### config.mk
export PLATFORM = sky130hd
export DESIGN_NAME = tseg_builder
export DESIGN_NICKNAME = d
export VERILOG_FILES = /design/src/rtl/tseg_pkg.sv /design/src/rtl/tseg_ctrl.sv /design/src/rtl/tseg_dpath.sv /design/src/rtl/tseg_builder.sv
export SDC_FILE = /design/constraint.sdc
export NUM_CORES = 1
export LEC_CHECK = 0
export BUFFER_PORTS_ARGS = -buffer_cell sky130_fd_sc_hd__buf_2
export CAP_MARGIN = 20
export CORE_ASPECT_RATIO = 1.75
export CORE_MARGIN = 3
export CORE_UTILIZATION = 50
export CTS_BUF_LIST = sky130_fd_sc_hd__clkbuf_8
export DETAILED_ROUTE_END_ITERATION = 8
export PLACE_DENSITY = 0.72
export SLEW_MARGIN = 30
export SYNTH_ARGS = -nofsm -noshare
export SYNTH_HDL_FRONTEND = slang
export SYNTH_SLANG_ARGS = --single-unit
### constraint.sdc
create_clock -name clk -period 6.9 [get_ports clk]
set_input_delay 1.38 -clock clk [delete_from_list [all_inputs] [get_ports clk]]
set_output_delay 1.38 -clock clk [all_outputs]
set_load 0.01 [all_outputs]
### src/rtl/tseg_pkg.sv
package tseg_pkg;

  typedef enum logic {
    ST_IDLE,
    ST_BUILD
  } tsegState_t;

  // Strobes from control to datapath
  typedef struct packed {
    logic clearLine;  // empty the working line
    logic place;      // load the merged line into the working line
    logic base;       // merge starts from an empty line at slot 0
    logic wrCur;      // write the working line as it stands
    logic wrMerged;   // write the line with the incoming instruction added
  } tsegCtl_t;

endpackage

### src/rtl/tseg_ctrl.sv
module tseg_ctrl
  import tseg_pkg::*;
#(
  parameter int SLOTS     = 6,
  parameter int MAX_UOPS  = 4,
  parameter int MAX_LINES = 2,
  localparam int FILL_W   = $clog2(SLOTS + 1),
  localparam int CNT_W    = $clog2(MAX_UOPS + 1)
) (
  input  logic              clk,
  input  logic              rstN,
  input  logic              missIn,
  input  logic              instValid,
  input  logic [CNT_W-1:0]  instCount,
  input  logic              instLong,
  input  logic              segEnd,
  input  logic [FILL_W-1:0] fill,
  output tsegCtl_t          ctl,
  output logic              fillDone
);

  localparam int LC_W  = $clog2(MAX_LINES + 1);
  localparam int SUM_W = FILL_W + 1;

  tsegState_t       state, nxtState;
  logic [LC_W-1:0]  lines, nxtLines;
  logic [FILL_W-1:0] need;
  logic [SUM_W-1:0] sum;
  logic             lastLine;
  logic             doneNow;

  assign need     = instLong ? FILL_W'(1) : FILL_W'(instCount);
  assign sum      = SUM_W'(fill) + SUM_W'(need);
  assign lastLine = (lines == LC_W'(MAX_LINES - 1));

  always_comb begin
    ctl      = '0;
    nxtState = state;
    nxtLines = lines;
    doneNow  = 1'b0;
    case (state)
      ST_IDLE: begin
        if (missIn) begin
          ctl.clearLine = 1'b1;
          nxtState      = ST_BUILD;
          nxtLines      = '0;
        end
      end
      ST_BUILD: begin
        if (segEnd) begin
          ctl.wrCur     = (fill != '0);
          ctl.clearLine = 1'b1;
          doneNow       = 1'b1;
          nxtState      = ST_IDLE;
        end else if (instValid) begin
          if (sum > SUM_W'(SLOTS)) begin
            ctl.wrCur = 1'b1;
            nxtLines  = lines + 1'b1;
            if (lastLine) begin
              ctl.clearLine = 1'b1;
              doneNow       = 1'b1;
              nxtState      = ST_IDLE;
            end else begin
              ctl.place = 1'b1;
              ctl.base  = 1'b1;
            end
          end else if (sum == SUM_W'(SLOTS)) begin
            ctl.wrMerged = 1'b1;
            ctl.place    = 1'b1;
            nxtLines     = lines + 1'b1;
            if (lastLine) begin
              doneNow  = 1'b1;
              nxtState = ST_IDLE;
            end
          end else begin
            ctl.place = 1'b1;
          end
        end
      end
      default: nxtState = ST_IDLE;
    endcase
  end

  always_ff @(posedge clk or negedge rstN) begin
    if (!rstN) begin
      state    <= ST_IDLE;
      lines    <= '0;
      fillDone <= 1'b0;
    end else begin
      state    <= nxtState;
      lines    <= nxtLines;
      fillDone <= doneNow;
    end
  end

endmodule

### src/rtl/tseg_dpath.sv
module tseg_dpath
  import tseg_pkg::*;
#(
  parameter int SLOTS    = 6,
  parameter int UOP_W    = 16,
  parameter int MAX_UOPS = 4,
  parameter int ADDR_W   = 16,
  localparam int OP_W    = UOP_W - 1,
  localparam int FILL_W  = $clog2(SLOTS + 1),
  localparam int CNT_W   = $clog2(MAX_UOPS + 1)
) (
  input  logic                      clk,
  input  logic                      rstN,
  input  tsegCtl_t                  ctl,
  input  logic [ADDR_W-1:0]         instAddr,
  input  logic [CNT_W-1:0]          instCount,
  input  logic [MAX_UOPS*OP_W-1:0]  instUops,
  input  logic                      instLong,
  input  logic [OP_W-1:0]           instEntry,
  input  logic                      instBranch,
  input  logic                      predTaken,
  output logic [FILL_W-1:0]         fill,
  output logic                      wrEn,
  output logic [ADDR_W-1:0]         wrTag,
  output logic [SLOTS-1:0]          wrValid,
  output logic [SLOTS*UOP_W-1:0]    wrSlots,
  output logic [SLOTS-1:0]          wrTaken
);

  localparam int SLOT_IW = (SLOTS > 1) ? $clog2(SLOTS) : 1;

  logic [SLOTS-1:0][UOP_W-1:0] lineSlots, mrgSlots;
  logic [SLOTS-1:0]            lineTaken, mrgTaken;
  logic [ADDR_W-1:0]           lineTag, mrgTag;
  logic [FILL_W-1:0]           lineFill, mrgFill, pos, need;
  int                          lastIdx;

  function automatic logic [SLOTS-1:0] fillMask(input logic [FILL_W-1:0] f);
    logic [SLOTS-1:0] m;
    for (int s = 0; s < SLOTS; s++) m[s] = (s < int'(f));
    return m;
  endfunction

  assign fill = lineFill;

  // Line with the incoming instruction appended
  always_comb begin
    need     = instLong ? FILL_W'(1) : FILL_W'(instCount);
    pos      = ctl.base ? '0 : lineFill;
    mrgSlots = ctl.base ? '0 : lineSlots;
    mrgTaken = ctl.base ? '0 : lineTaken;
    mrgTag   = (pos == '0) ? instAddr : lineTag;
    mrgFill  = pos + need;
    for (int k = 0; k < MAX_UOPS; k++) begin
      if (k < int'(need) && (int'(pos) + k) < SLOTS) begin
        if (instLong) mrgSlots[SLOT_IW'(int'(pos) + k)] = {1'b1, instEntry};
        else          mrgSlots[SLOT_IW'(int'(pos) + k)] = {1'b0, instUops[k*OP_W +: OP_W]};
      end
    end
    lastIdx = int'(pos) + int'(need) - 1;
    if (instBranch && lastIdx >= 0 && lastIdx < SLOTS)
      mrgTaken[SLOT_IW'(lastIdx)] = predTaken;
  end

  always_ff @(posedge clk or negedge rstN) begin
    if (!rstN) begin
      lineSlots <= '0;
      lineTaken <= '0;
      lineTag   <= '0;
      lineFill  <= '0;
      wrEn      <= 1'b0;
      wrTag     <= '0;
      wrValid   <= '0;
      wrSlots   <= '0;
      wrTaken   <= '0;
    end else begin
      wrEn <= ctl.wrCur | ctl.wrMerged;
      if (ctl.wrMerged) begin
        wrTag   <= mrgTag;
        wrValid <= fillMask(mrgFill);
        wrSlots <= mrgSlots;
        wrTaken <= mrgTaken;
      end else if (ctl.wrCur) begin
        wrTag   <= lineTag;
        wrValid <= fillMask(lineFill);
        wrSlots <= lineSlots;
        wrTaken <= lineTaken;
      end
      if (ctl.wrMerged || (ctl.clearLine && !ctl.place)) begin
        lineSlots <= '0;
        lineTaken <= '0;
        lineTag   <= '0;
        lineFill  <= '0;
      end else if (ctl.place) begin
        lineSlots <= mrgSlots;
        lineTaken <= mrgTaken;
        lineTag   <= mrgTag;
        lineFill  <= mrgFill;
      end
    end
  end

endmodule

### src/rtl/tseg_builder.sv
module tseg_builder
  import tseg_pkg::*;
#(
  parameter int SLOTS     = 6,
  parameter int UOP_W     = 16,
  parameter int MAX_UOPS  = 4,
  parameter int ADDR_W    = 16,
  parameter int MAX_LINES = 2,
  localparam int OP_W     = UOP_W - 1,
  localparam int CNT_W    = $clog2(MAX_UOPS + 1)
) (
  input  logic                     clk,
  input  logic                     rstN,
  input  logic                     missIn,
  input  logic                     instValid,
  input  logic [ADDR_W-1:0]        instAddr,
  input  logic [CNT_W-1:0]         instCount,
  input  logic [MAX_UOPS*OP_W-1:0] instUops,
  input  logic                     instLong,
  input  logic [OP_W-1:0]          instEntry,
  input  logic                     instBranch,
  input  logic                     predTaken,
  input  logic                     segEnd,
  output logic                     wrEn,
  output logic [ADDR_W-1:0]        wrTag,
  output logic [SLOTS-1:0]         wrValid,
  output logic [SLOTS*UOP_W-1:0]   wrSlots,
  output logic [SLOTS-1:0]         wrTaken,
  output logic                     fillDone
);

  localparam int FILL_W = $clog2(SLOTS + 1);

  tsegCtl_t          ctl;
  logic [FILL_W-1:0] fill;

  tseg_ctrl #(
    .SLOTS(SLOTS), .MAX_UOPS(MAX_UOPS), .MAX_LINES(MAX_LINES)
  ) u_ctrl (
    .clk(clk), .rstN(rstN), .missIn(missIn), .instValid(instValid),
    .instCount(instCount), .instLong(instLong), .segEnd(segEnd),
    .fill(fill), .ctl(ctl), .fillDone(fillDone)
  );

  tseg_dpath #(
    .SLOTS(SLOTS), .UOP_W(UOP_W), .MAX_UOPS(MAX_UOPS), .ADDR_W(ADDR_W)
  ) u_dpath (
    .clk(clk), .rstN(rstN), .ctl(ctl), .instAddr(instAddr),
    .instCount(instCount), .instUops(instUops), .instLong(instLong),
    .instEntry(instEntry), .instBranch(instBranch), .predTaken(predTaken),
    .fill(fill), .wrEn(wrEn), .wrTag(wrTag), .wrValid(wrValid),
    .wrSlots(wrSlots), .wrTaken(wrTaken)
  );

endmodule

# --- Word-level counts from Yosys, hierarchy flattened ---
# Index checks and enable logic that the tools add are counted.
totals:
  ff_bits: 250
  in_bits: 102
  out_inout_bits: 126
op_classes:
  n_addsub: 8
  order_cmp: 33
  n_eq_ne: 6
  n_mux: 81
  bitwise_logic: 2
  n_reduce_logical: 19
op_table:
  columns: ["operator", "n"]
  rows:
  - ["96-bit 2-to-1 mux", 13]
  - ["96-bit bitwise mux", 8]
  - ["16-bit demux with 3-bit select", 4]
  - ["16-bit 2-to-1 mux", 9]
  - ["32-bit by 4-bit < comparator with 1-bit output, second input constant", 4]
  - ["6-bit 2-to-1 mux", 8]
  - ["32-bit by 1-bit greater-or-equal comparator with 1-bit output, second input constant", 1]
  - ["32-bit by 2-bit subtractor with 32-bit output, second input constant", 1]
  - ["3-bit by 5-bit < comparator with 1-bit output, second input constant", 5]
  - ["1-bit 2-to-1 mux", 20]
  - ["1-bit by 3-bit < comparator with 1-bit output, first input constant", 6]
  - ["2-bit by 3-bit < comparator with 1-bit output, first input constant", 6]
  - ["2-bit 2-to-1 mux", 8]
  - ["3-bit by 1-bit greater-or-equal comparator with 1-bit output, second input constant", 5]
  - ["1-bit logical AND", 12]
  - ["3-bit < comparator, first input constant", 4]
  - ["3-bit 2-to-1 mux", 4]
  - ["3-bit by 2-bit adder with 4-bit output, second input constant", 2]
  - ["3-bit by 3-bit adder with 4-bit output", 2]
  - ["6-bit bitwise mux", 1]
  - ["2-bit != test, second input constant", 3]
  - ["5-bit 2-to-1 mux", 1]
  - ["3-bit by 1-bit adder with 4-bit output, second input constant", 1]
  - ["4-bit by 3-bit equality test with 1-bit output, second input constant", 1]
  - ["other kinds (18)", 20]

# --- Logic depth before layout (Yosys ltp) ---
logic_depth:
  ltp_word: 27
  mapped_depth: 27
  depth_no_buf: 23

# --- Modules after synthesis ---
# A second synthesis with hierarchy kept.
unflattened:
  cells_unflattened: 1744
  hier_area_um2: 15143.3
by_module_without_submodules:
  columns: ["module", "instances", "cells_each", "area_per_inst_um2"]
  rows:
  - ["tseg_dpath", 1, 1704, 14774.2]
  - ["tseg_ctrl", 1, 40, 369.1]

# --- Worst setup path before layout ---
# OpenSTA, ideal clock, no wires.
synth_path:
  kind: "input to register"
  start: "input instLong"
  end: "register u_dpath.wrTaken[1]"
  arrival_time_ps: 6310
  t_required_ps: 6806
  setup_slack_ps: 496
  path_stages: 26
  path_cell_list: "buf_2 buf_1 clkbuf_1 or2_2 ha_1 ha_1 o2111ai_2 o2111ai_2 buf_4 nand2_1 nor2_1 ha_1 ha_1 or3_1 and2_1 nand3_1 nand2_1 nor2_1 ha_1 o211ai_1 nor2_1 nand3_1 a31oi_1 nand3_1 and2_1 a211oi_1"
synth_between:
  elab_chain_len: 17
synth_rtl:
  columns: ["item", "line", "source"]
  rows:
  - ["start, declared", "tseg_builder.sv:19", "input logic instLong,"]
  - ["3-bit 2-to-1 mux *", "tseg_ctrl.sv:32, tseg_dpath.sv:48", null]
  - ["parallel branches: the longest is 16 deep, another holds 32-bit by 2-bit subtractor with 32-bit output", null, null]
  - ["end signal, assigned", "tseg_dpath.sv:82", "wrTaken <= mrgTaken;"]
  - ["end signal, assigned", "tseg_dpath.sv:87", "wrTaken <= lineTaken;"]
  - ["end, declared", "tseg_dpath.sv:27", "output logic [SLOTS-1:0] wrTaken"]
# Every way passes the cells marked *.
# A chain may end at the register's enable or synchronous reset.

# --- Worst setup path in the final report ---
# Ends and elaborated chain as after synthesis.

==> impl_metrics.toml <==
[timing]
skew_ns = 0.0340
fin_ws_ns = 1.20
whs_ns = 0.456
finalHoldViolations = 0
final.setup.tns_ns = 0
finalSetupViolCount = 0
fmaxAchievable_mhz = 175
finalMaxSlewViolations = 0
period_share_pct = 82.7
max_slew_margin_pct = 28.2
rsz0062_at_grt = "no"
worst_pin_slew_ns = 1.05
period_minus_slack_ns = 5.70

[critical_path]
cp.arrival_ns = 6.16
critPathMaxFanout = 12
cp-start-kind = "input pin"
crit_path_end_kind = "flop"
rr_worst_depth = 21
crit_type = "in -> reg"
worstPathRequired_ns = 7.35

[die]
core_mm2 = 0.0263
io_pins = 228
die-area_mm2 = 0.0290
die_h_um = 223
die_w_um = 130
start_util_pct = 51.2
row_count = 78

[route]
drt_iter0_markers = 1134
drt_pass1_iterations = 9
drc = 0
wirelength_um = 46400
ant_nets = 0
avgViaCountPerCell = 6.46
wl_per_cell_um = 23.7
vias = 12700

[global_routing]
grtUsageMet3_pct = 5.53
grt_util_met1_pct = 36.5
grt_start_max_net_pins = 174
antenna_found_initial = 1
top_usage_layer = "met2"
use_met2_pct = 51.8
grt_overflow = 0
track_usage_pct = 31.6
grt_pass1_vias = 12600
grt_pass1_wl_um = 71500

[cts]
cts_resized = 0
clockBufferDepth = 3
cts.reportedPaths.clkPinSlew_ns = 0.06
cts.htree.levels = 2
hold_buffers = 0
clk_latency_ns = 0.58
clock-root-buffer = "clkbuf_8"
cts.sinks = 250
post_cts_buffers = 0
cts_tree = "done"
cts_buffers = 39

[place]
dpl_worst_slack_ns = 0.659
dp_hpwl_um = 31400
dpl_cell_area_mm2 = 0.0147
portBuffers = 227
globalplace.congestion = 0.946

[synth]
synth_edf_count = 0
synth_area_mm2 = 0.0135
ys_async_sr_fraction_pct = 100
yosys.area.top_type = "dfrtp_1"
yosysTopAreaCellShare_pct = 46.5
postSynth.topFlopCell = "dfrtp_1"
synth_warnings = 0
ys_types = 69
seq_area_frac_synth_pct = 46.5
synth_seq_cells = 250
syn_nets = 1550
synthTopCellsByArea = "dfrtp_1, nand2_1, mux2i_1"
syn_area_per_cell_um2 = 9.36
synthCells = 1437

[power_and_ir_drop]
p_leak_nw = 8.07
p_total_w = 0.00451
peakVddDrop_mv = 0.183
p_per_area_mw_per_mm2 = 288

[worst_hold_path]
hp-class = "reg -> reg"
whs_path_depth = 2

[cells_and_area]
drive_gt1_share_pct = 21.5
syn_to_final_growth_pct = 16.4
layout_commonest_cell = "dfrtp_1"
layout.nets = 1722
fill_cells = 2299
multi_input_area_mm2 = 0.00666
design_area_mm2 = 0.0157
layout_common_cells = "dfrtp_1, nand2_1, buf_2"
register_area_mm2 = 0.00626

[flow_run]
max_cap_viol_count = 0

[run_status]
status = "finished, final reports clean"
per-stage QoR:
| stage | cells | utilization, % |
|---|---|---|
| 2_1_floorplan | 1437 | - |
| 6_report | 1961 | 59.6 |
| 3_3_place_gp | 1887 | 56.1 |
| 5_1_grt | 1961 | 59.6 |
| 3_5_place_dp | 1887 | 56.1 |
| 4_1_cts | 1959 | 59.5 |
layer usage:
| metal | vias to the layer above | wire [um] |
|---|---|---|
| met3 | 216 | 3500 |
| li1 | 5640 | - |
| met5 | - | 0 |
| met4 | 0 | 4200 |
| met2 | 706 | 22400 |
| met1 | 6104 | 16300 |
cells in the mapped netlist (8+ instances only):
master / n
dfrtp_1: 250
nand2_1: 248
nor2_1: 73
clkbuf_1: 68
mux2i_1: 65
a22o_1: 64
o21ai_0: 64
o22ai_1: 49
buf_2: 46
nand3_1: 46
a21oi_1: 44
and2_1: 41
a31oi_1: 40
a221o_1: 31
nand2b_1: 23
and3_1: 20
nor3_1: 20
o2111ai_1: 20
o211ai_1: 19
a21o_1: 17
o21ai_1: 17
o221ai_1: 17
a21bo_1: 15
a311oi_1: 15
o211a_1: 15
inv_1: 14
ha_1: 11
a211oi_1: 8
layout make-up:
cell class | count | share of cell area (%)
Sequential cell | 250 | 40.0
Timing Repair Buffer | 256 | 8.92
Multi-Input combinational cell | 1047 | 42.5
Clock inverter | 19 | 1.03
Inverter | 15 | 0.360
Antenna cell | 1 | 0.0160
Clock buffer | 53 | 4.66
Tap cell | 320 | 2.56
worst max-delay path: stages:
cell	delay [ns]
buf_2	0.17
or2_2	0.34
ha_1	0.25
ha_1	0.27
o2111ai_2	0.30
o2111a_1	0.42
nor2_4	0.07
nand2_1	0.15
xnor2_1	0.09
ha_1	0.23
or3_1	0.40
and2_1	0.19
nand3_1	0.15
nand2_1	0.19
nor2_1	0.19
ha_1	0.19
o211ai_1	0.11
nor2_1	0.24
nand3_1	0.12
a31oi_1	0.17
nand3_1	0.14
and2_1	0.18
a211oi_1	0.20
state kept, by name (all words and copies together) (netlist names), 2 cells and up:
register	count
u_ctrl.lines	2
u_dpath.fill	3
u_dpath.lineSlots	96
u_dpath.lineTag	16
u_dpath.lineTaken	6
u_dpath.wrSlots	96
u_dpath.wrTag	16
u_dpath.wrTaken	6
u_dpath.wrValid	6
power by group:
| part | switching (W) | total [W] | internal (W) |
|---|---|---|---|
| combinational | 0.000780 | 0.00127 | 0.000487 |
| sequential | 0.000156 | 0.00183 | 0.00167 |
| clock | 0.000619 | 0.00142 | 0.000800 |
final timing paths:
check,startpoint,end,slack [ns]
worst max-delay path,instLong,u_dpath.wrTaken[1],1.20
worst min-delay path,u_dpath.lineSlots[80],u_dpath.wrSlots[80],0.46
worst max register to register,u_dpath.fill[0],u_dpath.wrTaken[1],1.74
worst min register to register,u_dpath.lineSlots[80],u_dpath.wrSlots[80],0.46
max in group asynchronous,rstN,u_dpath.wrTaken[5],4.78
min in group asynchronous,rstN,u_dpath.wrSlots[2],0.80
logic make-up after synthesis:
family | Yosys count | share of synthesized area, %
xor+xnor | 4 | 0.465
mux | 67 | 5.00
fa+ha+maj | 11 | 1.02
buf+inv | 140 | 4.50
simple gates | 504 | 17.1
flops | 250 | 46.5
compound gates | 461 | 25.4
(Power assumes the default switching activity.)
